## config.mk

```make
export PLATFORM = sky130hd
export DESIGN_NAME = irq_entry_seq
export DESIGN_NICKNAME = d
export VERILOG_FILES = /design/src/rtl/irq_seq_pkg.sv /design/src/rtl/irq_seq_phase.sv /design/src/rtl/irq_seq_bus.sv /design/src/rtl/irq_entry_seq.sv
export SDC_FILE = /design/constraint.sdc
export NUM_CORES = 1
export LEC_CHECK = 0
export BUFFER_PORTS_ARGS = -buffer_cell sky130_fd_sc_hd__buf_2
export CAP_MARGIN = 15
export CORE_MARGIN = 3
export CORE_UTILIZATION = 40
export CTS_CLUSTER_SIZE = 25
export DETAILED_ROUTE_END_ITERATION = 16
export GPL_TIMING_DRIVEN = 0
export PLACE_DENSITY_LB_ADDON = 0.25
export SYNTH_ARGS = -nofsm -noshare
export SYNTH_HDL_FRONTEND = slang
export SYNTH_HIERARCHICAL = 1
export SYNTH_SLANG_ARGS = --single-unit
```

## constraint.sdc

```tcl
create_clock -name clk -period 2 [get_ports clk]
set_clock_uncertainty 0.05 [all_clocks]
set_input_delay 0.2 -clock clk [delete_from_list [all_inputs] [get_ports clk]]
set_output_delay 0.2 -clock clk [all_outputs]
set_load 0.02 [all_outputs]
```

## src/rtl/irq_seq_pkg.sv

```systemverilog
package irq_seq_pkg;

    localparam int ADDR_W = 16;
    localparam int DATA_W = 8;

    localparam logic [DATA_W-1:0] FLAG_MASK_I = 8'h04;
    localparam logic [DATA_W-1:0] FLAG_DEC    = 8'h08;
    localparam logic [DATA_W-1:0] FLAG_BRKBIT = 8'h10;

    typedef enum logic [1:0] {
        KIND_RESET   = 2'd0,
        KIND_NMI     = 2'd1,
        KIND_IRQ     = 2'd2,
        KIND_IRQ_ALT = 2'd3
    } entry_kind_e;

    typedef enum logic [2:0] {
        PH_IDLE    = 3'd0,
        PH_DUMMY0  = 3'd1,
        PH_DUMMY1  = 3'd2,
        PH_SAVE_HI = 3'd3,
        PH_SAVE_LO = 3'd4,
        PH_SAVE_ST = 3'd5,
        PH_VEC_LO  = 3'd6,
        PH_VEC_HI  = 3'd7
    } phase_e;

    typedef struct packed {
        entry_kind_e         kind;
        logic [ADDR_W-1:0]   pc;
        logic [DATA_W-1:0]   st;
    } entry_ctx_t;

    function automatic logic [ADDR_W-1:0] vector_base(entry_kind_e k);
        case (k)
            KIND_NMI:   return 16'hFFFA;
            KIND_RESET: return 16'hFFFC;
            default:    return 16'hFFFE;
        endcase
    endfunction

    function automatic logic saves_state(entry_kind_e k);
        return k != KIND_RESET;
    endfunction

    function automatic logic is_stack_phase(phase_e p);
        return (p == PH_SAVE_HI) || (p == PH_SAVE_LO) || (p == PH_SAVE_ST);
    endfunction

endpackage

```

## src/rtl/irq_seq_phase.sv

```systemverilog
module irq_seq_phase
    import irq_seq_pkg::*;
(
    input  logic   clk,
    input  logic   rst,
    input  logic   start_i,
    output phase_e phase_o,
    output logic   accept_o,
    output logic   last_o
);
    phase_e phase_q;

    assign accept_o = (phase_q == PH_IDLE) && start_i;
    assign last_o   = (phase_q == PH_VEC_HI);
    assign phase_o  = phase_q;

    always_ff @(posedge clk) begin
        if (rst) begin
            phase_q <= PH_IDLE;
        end else if (accept_o) begin
            phase_q <= PH_DUMMY0;
        end else if (last_o) begin
            phase_q <= PH_IDLE;
        end else if (phase_q != PH_IDLE) begin
            phase_q <= phase_e'(phase_q + 3'd1);
        end
    end

    AST_PHASE_ADVANCE: assert property (@(posedge clk) disable iff (rst)
        (phase_q != PH_IDLE) |=> (phase_q != $past(phase_q))) else $error("phase stalled");

endmodule

```

## src/rtl/irq_seq_bus.sv

```systemverilog
module irq_seq_bus
    import irq_seq_pkg::*;
#(
    parameter logic [DATA_W-1:0] STACK_PAGE = 8'h01
)(
    input  phase_e              phase_i,
    input  entry_ctx_t          ctx_i,
    input  logic [DATA_W-1:0]   sp_i,
    output logic [ADDR_W-1:0]   addr_o,
    output logic                rd_o,
    output logic                wr_o,
    output logic [DATA_W-1:0]   wdata_o
);
    logic [ADDR_W-1:0] vec;
    logic              push;

    assign vec  = vector_base(ctx_i.kind);
    assign push = saves_state(ctx_i.kind);

    always_comb begin
        addr_o  = '0;
        rd_o    = 1'b0;
        wr_o    = 1'b0;
        wdata_o = '0;
        case (phase_i)
            PH_DUMMY0, PH_DUMMY1: begin
                addr_o = ctx_i.pc;
                rd_o   = 1'b1;
            end
            PH_SAVE_HI, PH_SAVE_LO, PH_SAVE_ST: begin
                addr_o = {STACK_PAGE, sp_i};
                wr_o   = push;
                rd_o   = !push;
                if (push) begin
                    if (phase_i == PH_SAVE_HI)
                        wdata_o = ctx_i.pc[ADDR_W-1:DATA_W];
                    else if (phase_i == PH_SAVE_LO)
                        wdata_o = ctx_i.pc[DATA_W-1:0];
                    else
                        wdata_o = ctx_i.st & ~FLAG_BRKBIT;
                end
            end
            PH_VEC_LO: begin
                addr_o = vec;
                rd_o   = 1'b1;
            end
            PH_VEC_HI: begin
                addr_o = vec | 16'h0001;
                rd_o   = 1'b1;
            end
            default: ;
        endcase
    end

endmodule

```

## src/rtl/irq_entry_seq.sv

```systemverilog
module irq_entry_seq
    import irq_seq_pkg::*;
#(
    parameter bit                CMOS_VARIANT = 1'b0,
    parameter logic [DATA_W-1:0] STACK_PAGE   = 8'h01
)(
    input  logic              clk,
    input  logic              rst,
    input  logic              start_i,
    input  logic [1:0]        kind_i,
    input  logic [15:0]       pc_i,
    input  logic [7:0]        sp_i,
    input  logic [7:0]        status_i,
    output logic [15:0]       bus_addr_o,
    output logic              bus_rd_o,
    output logic              bus_wr_o,
    output logic [7:0]        bus_wdata_o,
    input  logic [7:0]        bus_rdata_i,
    output logic              busy_o,
    output logic              done_o,
    output logic [15:0]       pc_o,
    output logic [7:0]        sp_o,
    output logic [7:0]        status_o
);
    phase_e            phase;
    logic              accept;
    logic              last;
    entry_ctx_t        ctx_q;
    logic [DATA_W-1:0] sp_q;
    logic [DATA_W-1:0] vec_lo_q;
    logic [ADDR_W-1:0] pc_q;
    logic [DATA_W-1:0] st_q;
    logic              done_q;
    logic [DATA_W-1:0] st_final;

    irq_seq_phase u_phase (
        .clk      (clk),
        .rst      (rst),
        .start_i  (start_i),
        .phase_o  (phase),
        .accept_o (accept),
        .last_o   (last)
    );

    irq_seq_bus #(.STACK_PAGE(STACK_PAGE)) u_bus (
        .phase_i (phase),
        .ctx_i   (ctx_q),
        .sp_i    (sp_q),
        .addr_o  (bus_addr_o),
        .rd_o    (bus_rd_o),
        .wr_o    (bus_wr_o),
        .wdata_o (bus_wdata_o)
    );

    generate
        if (CMOS_VARIANT) begin : g_clear_dec
            assign st_final = (ctx_q.st | FLAG_MASK_I) & ~FLAG_DEC;
        end else begin : g_keep_dec
            assign st_final = ctx_q.st | FLAG_MASK_I;
        end
    endgenerate

    always_ff @(posedge clk) begin
        if (rst) begin
            ctx_q    <= '0;
            sp_q     <= '0;
            vec_lo_q <= '0;
            pc_q     <= '0;
            st_q     <= '0;
            done_q   <= 1'b0;
        end else begin
            done_q <= 1'b0;
            if (accept) begin
                ctx_q <= '{kind: entry_kind_e'(kind_i), pc: pc_i, st: status_i};
                sp_q  <= sp_i;
            end
            if (is_stack_phase(phase)) begin
                sp_q <= sp_q - 8'd1;
            end
            if (phase == PH_VEC_LO) begin
                vec_lo_q <= bus_rdata_i;
            end
            if (last) begin
                pc_q   <= {bus_rdata_i, vec_lo_q};
                st_q   <= st_final;
                done_q <= 1'b1;
            end
        end
    end

    assign busy_o   = (phase != PH_IDLE);
    assign done_o   = done_q;
    assign pc_o     = pc_q;
    assign sp_o     = sp_q;
    assign status_o = st_q;

    AST_RW_EXCLUSIVE: assert property (@(posedge clk) disable iff (rst)
        !(bus_rd_o && bus_wr_o)) else $error("rd and wr together");
    AST_BUSY_STROBE: assert property (@(posedge clk) disable iff (rst)
        busy_o |-> (bus_rd_o || bus_wr_o)) else $error("busy cycle without strobe");
    AST_RESET_NO_WRITE: assert property (@(posedge clk) disable iff (rst)
        (busy_o && ctx_q.kind == KIND_RESET) |-> !bus_wr_o) else $error("reset entry wrote");
    AST_STACK_PAGE: assert property (@(posedge clk) disable iff (rst)
        bus_wr_o |-> (bus_addr_o[15:8] == STACK_PAGE)) else $error("write outside stack page");
    AST_SP_STEP: assert property (@(posedge clk) disable iff (rst)
        is_stack_phase(phase) |=> (sp_q == $past(sp_q) - 8'd1)) else $error("sp step");
    AST_STATUS_B_CLEAR: assert property (@(posedge clk) disable iff (rst)
        (bus_wr_o && phase == PH_SAVE_ST) |-> !bus_wdata_o[4]) else $error("pushed bit 4 set");
    AST_DONE_PULSE: assert property (@(posedge clk) disable iff (rst)
        done_o |=> !done_o) else $error("done held");
    AST_DONE_AFTER_VEC: assert property (@(posedge clk) disable iff (rst)
        $rose(done_o) |-> ($past(phase) == PH_VEC_HI)) else $error("done out of order");
    AST_MASK_SET: assert property (@(posedge clk) disable iff (rst)
        done_o |-> status_o[2]) else $error("mask flag not set");

endmodule

```

After elaboration in Yosys (flattened, before gate mapping)
Cells that the tools add are included.
- bits of input ports: 45
- bits in latches: 0
- memories: 0
- bits in read-only memories: 0
- memory bits (writable): 0
- logic and storage cells: 48
- bits in registers: 70
- output and inout port bits: 60
- bitwise gates (word level): 0
- reductions and logical operators: 14
- divide/modulo/power cells: 0
- order comparisons: 0
- $mul: 0
- shifts and indexed selects: 0
- add/subtract/negate cells: 2
- muxes and demuxes: 14
- equal/unequal tests: 8
- operator list (kind ; number):
    $pmux W16 S4 ; 1
    $mux W8 ; 6
    $eq A3 B3 Y1 const B ; 4
    $sub A8 B1 Y8 const B ; 1
    $eq A3 B2 Y1 const B ; 2
    $pmux W3 S2 ; 1
    $reduce_bool A3 Y1 ; 2
    $reduce_or A3 Y1 ; 2
    $mux W1 ; 5
    $reduce_bool A2 Y1 ; 2
    $reduce_or A4 Y1 ; 1
    $add A3 B1 Y3 const B ; 1
    $eq A3 B1 Y1 const B ; 1
    $logic_not A3 Y1 ; 1
    $eq A2 B1 Y1 const B ; 1
    $logic_not A2 Y1 ; 1
    $logic_or A1 B1 Y1 ; 2
    $pmux W1 S2 ; 1
    $reduce_or A2 Y1 ; 1
    $logic_and A1 B1 Y1 ; 1
    $logic_not A1 Y1 ; 1

Depth between registers and ports, before layout
- word-level depth: 5
- depth in mapped cells: 8
- mapped depth without buffers: 6

Cells and area by module
The synthesis kept the hierarchy.
- by module, submodules not included (module ; area each (µm²) ; instances ; cells an instance ; sequential area each (µm²)):
    irq_entry_seq ; 2607.5 ; 1 ; 256 ; 1341.3
    irq_seq_bus ; 663.1 ; 1 ; 110 ; 0.0
    irq_seq_phase ; 183.9 ; 1 ; 19 ; 60.1

Worst setup path before layout
Ideal clock, no wire load.
- path kind: reg-to-output
- start: register u_phase.phase_q[2] (netlist: u_phase/phase_o[2])
- end: output bus_wdata_o[0]
- path slack: -0.020 ns
- data required time: 1.750 ns
- buffers on the path: 1
- cell stages (with the launch flop): 5
- arrival: 1.770 ns
- path through: dfxtp_1 -> or3b_1 -> buf_2 -> mux2i_1 -> a211oi_1
- word-level cells in the longest chain between the ends: 5
- elaborated cells on any way between the ends: 8
- classes of those cells: 3 x eq/ne; 4 x mux; 1 x reduce/logical
- ends and longest elaborated chain (what ; line ; source):
    from (decl) ; irq_seq_phase.sv:11 ; phase_e phase_q;
    from (signal assigned) ; irq_seq_phase.sv:25 ; phase_q <= phase_e'(phase_q + 3'd1);
    $eq A3 B3 Y1 ; irq_seq_bus.sv:25, irq_seq_bus.sv:37 ;
    $mux W8 ; irq_seq_bus.sv:37 ; else if (phase_i == PH_SAVE_LO)
    $mux W8 ; irq_seq_bus.sv:35 ; if (phase_i == PH_SAVE_HI)
    $mux W8 ; irq_seq_bus.sv:34 ; if (push) begin
    $mux W8 * ; irq_seq_bus.sv:25 ; case (phase_i)
    to (decl) ; irq_entry_seq.sv:17 ; output logic [7:0] bus_wdata_o,
Mark *: on every way between the ends. The rest lies on a longest branch, timed or not.

Worst setup path in the final report
- start: register u_phase.phase_q[1] (netlist: u_phase/phase_o[1])
- end: output bus_wdata_o[0]
Same word-level chain as after synthesis.

==> impl_metrics.ini <==
[status]
status = finished, violations left
violations = setup timing

[sta]
slew_violations = 0
slew-limit-headroom_pct = 61.57
clock.fmax_ghz = 0.4927
layout_setup_ws_ns = -0.02968
hold_violations = 0
setup_viol = 1
setup_tns_ns = -0.02968
period_needed_ns = 2.030
rsz0062_at_grt = yes
max_slew.worst_pin.slew_ns = 0.5764
fin_crit_sh_pct = 101.5
whs_ns = 0.02790

[finish]
instances_no_fill = 620
fin_area_um2 = 4538
n_antenna_cell = 0
final_core_util_pct = 54.68
nNetsFinal = 559
layout-drive-gt1-share_pct = 35.34
syn_to_final_growth_pct = 31.37

[clocking]
cts_buffer_depth = 2
cts_tree = built
clockRootBuffer = clkbuf_8
cts.sinks = 70
clkLatencyLatePin_ns = 0.35
h-tree-depth = 3
cts_buffers = 9
clk_pin_slew_ns = 0.09

[synth]
yosysWarnings = 6
synthArstFlopShare_pct = 0
ys_ff_latch = 70
synth_top_cell_by_area = dfxtp_1
ys_top_cells_by_count = nor2_1 (76), dfxtp_1 (70), mux2i_1 (58)
postSynthCellCount = 385
postSynthNetCount = 434
synth_edf_count = 0
synth_ff_type = dfxtp_1
synth.avg_cell_area_um2 = 8.973
synth.distinct_cells = 50
synth_top_area_share_pct = 40.57
seq_area_frac_synth_pct = 40.57
ys_top_cells_by_area = dfxtp_1 (41%), mux2i_1 (17%), nor2_1 (8.3%), a22oi_1 (2.8%), a211oi_1 (2.4%)
netlist_area_um2 = 3455
synthMostInstantiatedCell = nor2_1

[routing]
drc = 0
drtIter0Drc = 143
wirelength_um = 10230
post_drt_wl_per_cell_um = 16.50
vias = 3380
via_per_inst = 5.452
firstDrtPassIters = 4
ant_nets = 0

[setup_path]
path_max_fanout = 7
worstPathArrival_ns = 1.78
cpPeakStageDelay_ns = 0.46
rr_worst_depth = 9
required_ns = 1.75
cp_slowest_cell = or3b_4
path_class = reg -> out
cp-end-kind = output port
cp_num_buf_inv = 1
setup.worst_path.start_class = flip-flop
timing.rr.start = u_phase/phase_o[1]
path_cells = or3b_4, mux2i_1, a211oi_2, buf_4
critPathTopFamily = simple AND/OR/NAND/NOR gates
ff2ff_setup_slack_ns = 0.13
r2r-end = sp_o[3]

[placement]
dpl.cell_count = 594
gp_congestion = 0.8124
io_buffers = 104
dp_hpwl_um = 7219
placed_area_um2 = 4111
post-place-ws_ns = -0.3466

[run]
drv_cap = 0

[die]
start_util_pct = 41.63
die_h_um = 98.93
core_area_um2 = 8299
ios = 105
die_area_um2 = 9787
rows = 33
die_w_um = 98.93

[worst_hold_path]
hp-start = pc_i[9]
holdPathEnd = ctx_q[17]
min_path_type = in -> reg
hold_depth = 3

[power_and_ir_drop]
p_leak_nw = 2.088
ir_drop_mv = 0.5184
p_per_area_nw_per_um2 = 907.0
power_mw = 4.116

[global_route]
grt_pass1_wl_um = 16550
antenna_found_initial = 0
track_usage_pct = 20.86
grt-ovfl-total = 0
first_global_vias = 3313
grt_max_degree = 15
what timing repair did:
action | 4_1_cts | 5_1_grt
resized for setup | 20 | 34
pin swaps | 3 | 5
cloned | 1 | 1
setup endpoints to repair | 80 | 49
hold buffers | 0 | 0
setup buffers | 9 | 0
cell usage in the layout, fill, tap and decap left out, drive strengths merged, types with 5 or more instances in the layout:
| master | count |
|---|---|
| buf | 129 |
| nor2 | 77 |
| dfxtp | 70 |
| mux2i | 58 |
| nand2 | 19 |
| clkbuf | 19 |
| o21ai | 15 |
| a21oi | 14 |
| a22oi | 13 |
| inv | 13 |
| a211oi | 11 |
| nor3 | 9 |
| nor2b | 7 |
| o22ai | 5 |
worst reg2reg max path: stages (launching register included):
cell and delay, ns:
dfxtp_4 0.39, buf_4 0.12, inv_1 0.03, ha_1 0.21
and3b_1 0.20, clkbuf_4 0.17, and3_4 0.16, buf_6 0.12
a211o_1 0.22, a21oi_1 0.13
layout make-up:
| class | instances | area (um^2) |
|---|---|---|
| multi-input combinational | 280 | 1954 |
| fill | 793 | 3761 |
| timing repair buffer | 114 | 604.3 |
| clock inverter | 7 | 105.1 |
| tap | 105 | 131.4 |
| clock buffer | 9 | 123.9 |
| sequential | 70 | 1413 |
| buffer | 25 | 168.9 |
| inverter | 10 | 37.54 |
registers in the layout, indices dropped and copies added (netlist names):
| name | cells |
|---|---|
| done_o | 1 |
| u_phase/phase_o | 3 |
| ctx_q | 26 |
| status_o | 8 |
| pc_o | 16 |
| vec_lo_q | 8 |
| sp_o | 8 |
kinds of logic after synthesis:
logic type	Yosys count	synth area share, %
compound gates	79	16.26
fa+ha+maj	4	1.449
buf+inv	36	4.817
flops	70	40.56
mux	58	16.81
simple gates	138	20.10
how the worst max path moves through the flow:
stage | startpoint | endpoint | slack [ns] | depth (start not counted)
after floorplan | u_phase/phase_o[0] | sp_o[1] | 0.11 | 7
after global routing | u_phase/phase_o[1] | bus_wdata_o[0] | -0.07 | 4
after detailed placement | u_phase/phase_o[0] | status_o[6] | -0.35 | 6
after global placement | u_phase/phase_o[0] | status_o[6] | -0.28 | 6
final | u_phase/phase_o[1] | bus_wdata_o[0] | -0.03 | 4
after CTS | u_phase/phase_o[1] | bus_wdata_o[0] | -0.04 | 5
per-layer routing:
metal	global-route usage, %	vias up	wire length, um
li1	-	1623	-
met4	7.773	0	221
met3	4.671	16	820
met2	34.35	146	4864
met1	26.65	1595	4324
met5	0	-	0
power breakdown:
part           internal [mW]  switching (mW)  leakage (nW)
clock                  0.722           0.611         0.112
combinational          0.495           0.646          1.40
sequential              1.50           0.145         0.572
total                   2.71            1.40          2.09
Note: power is estimated with default switching activity, not from simulation.
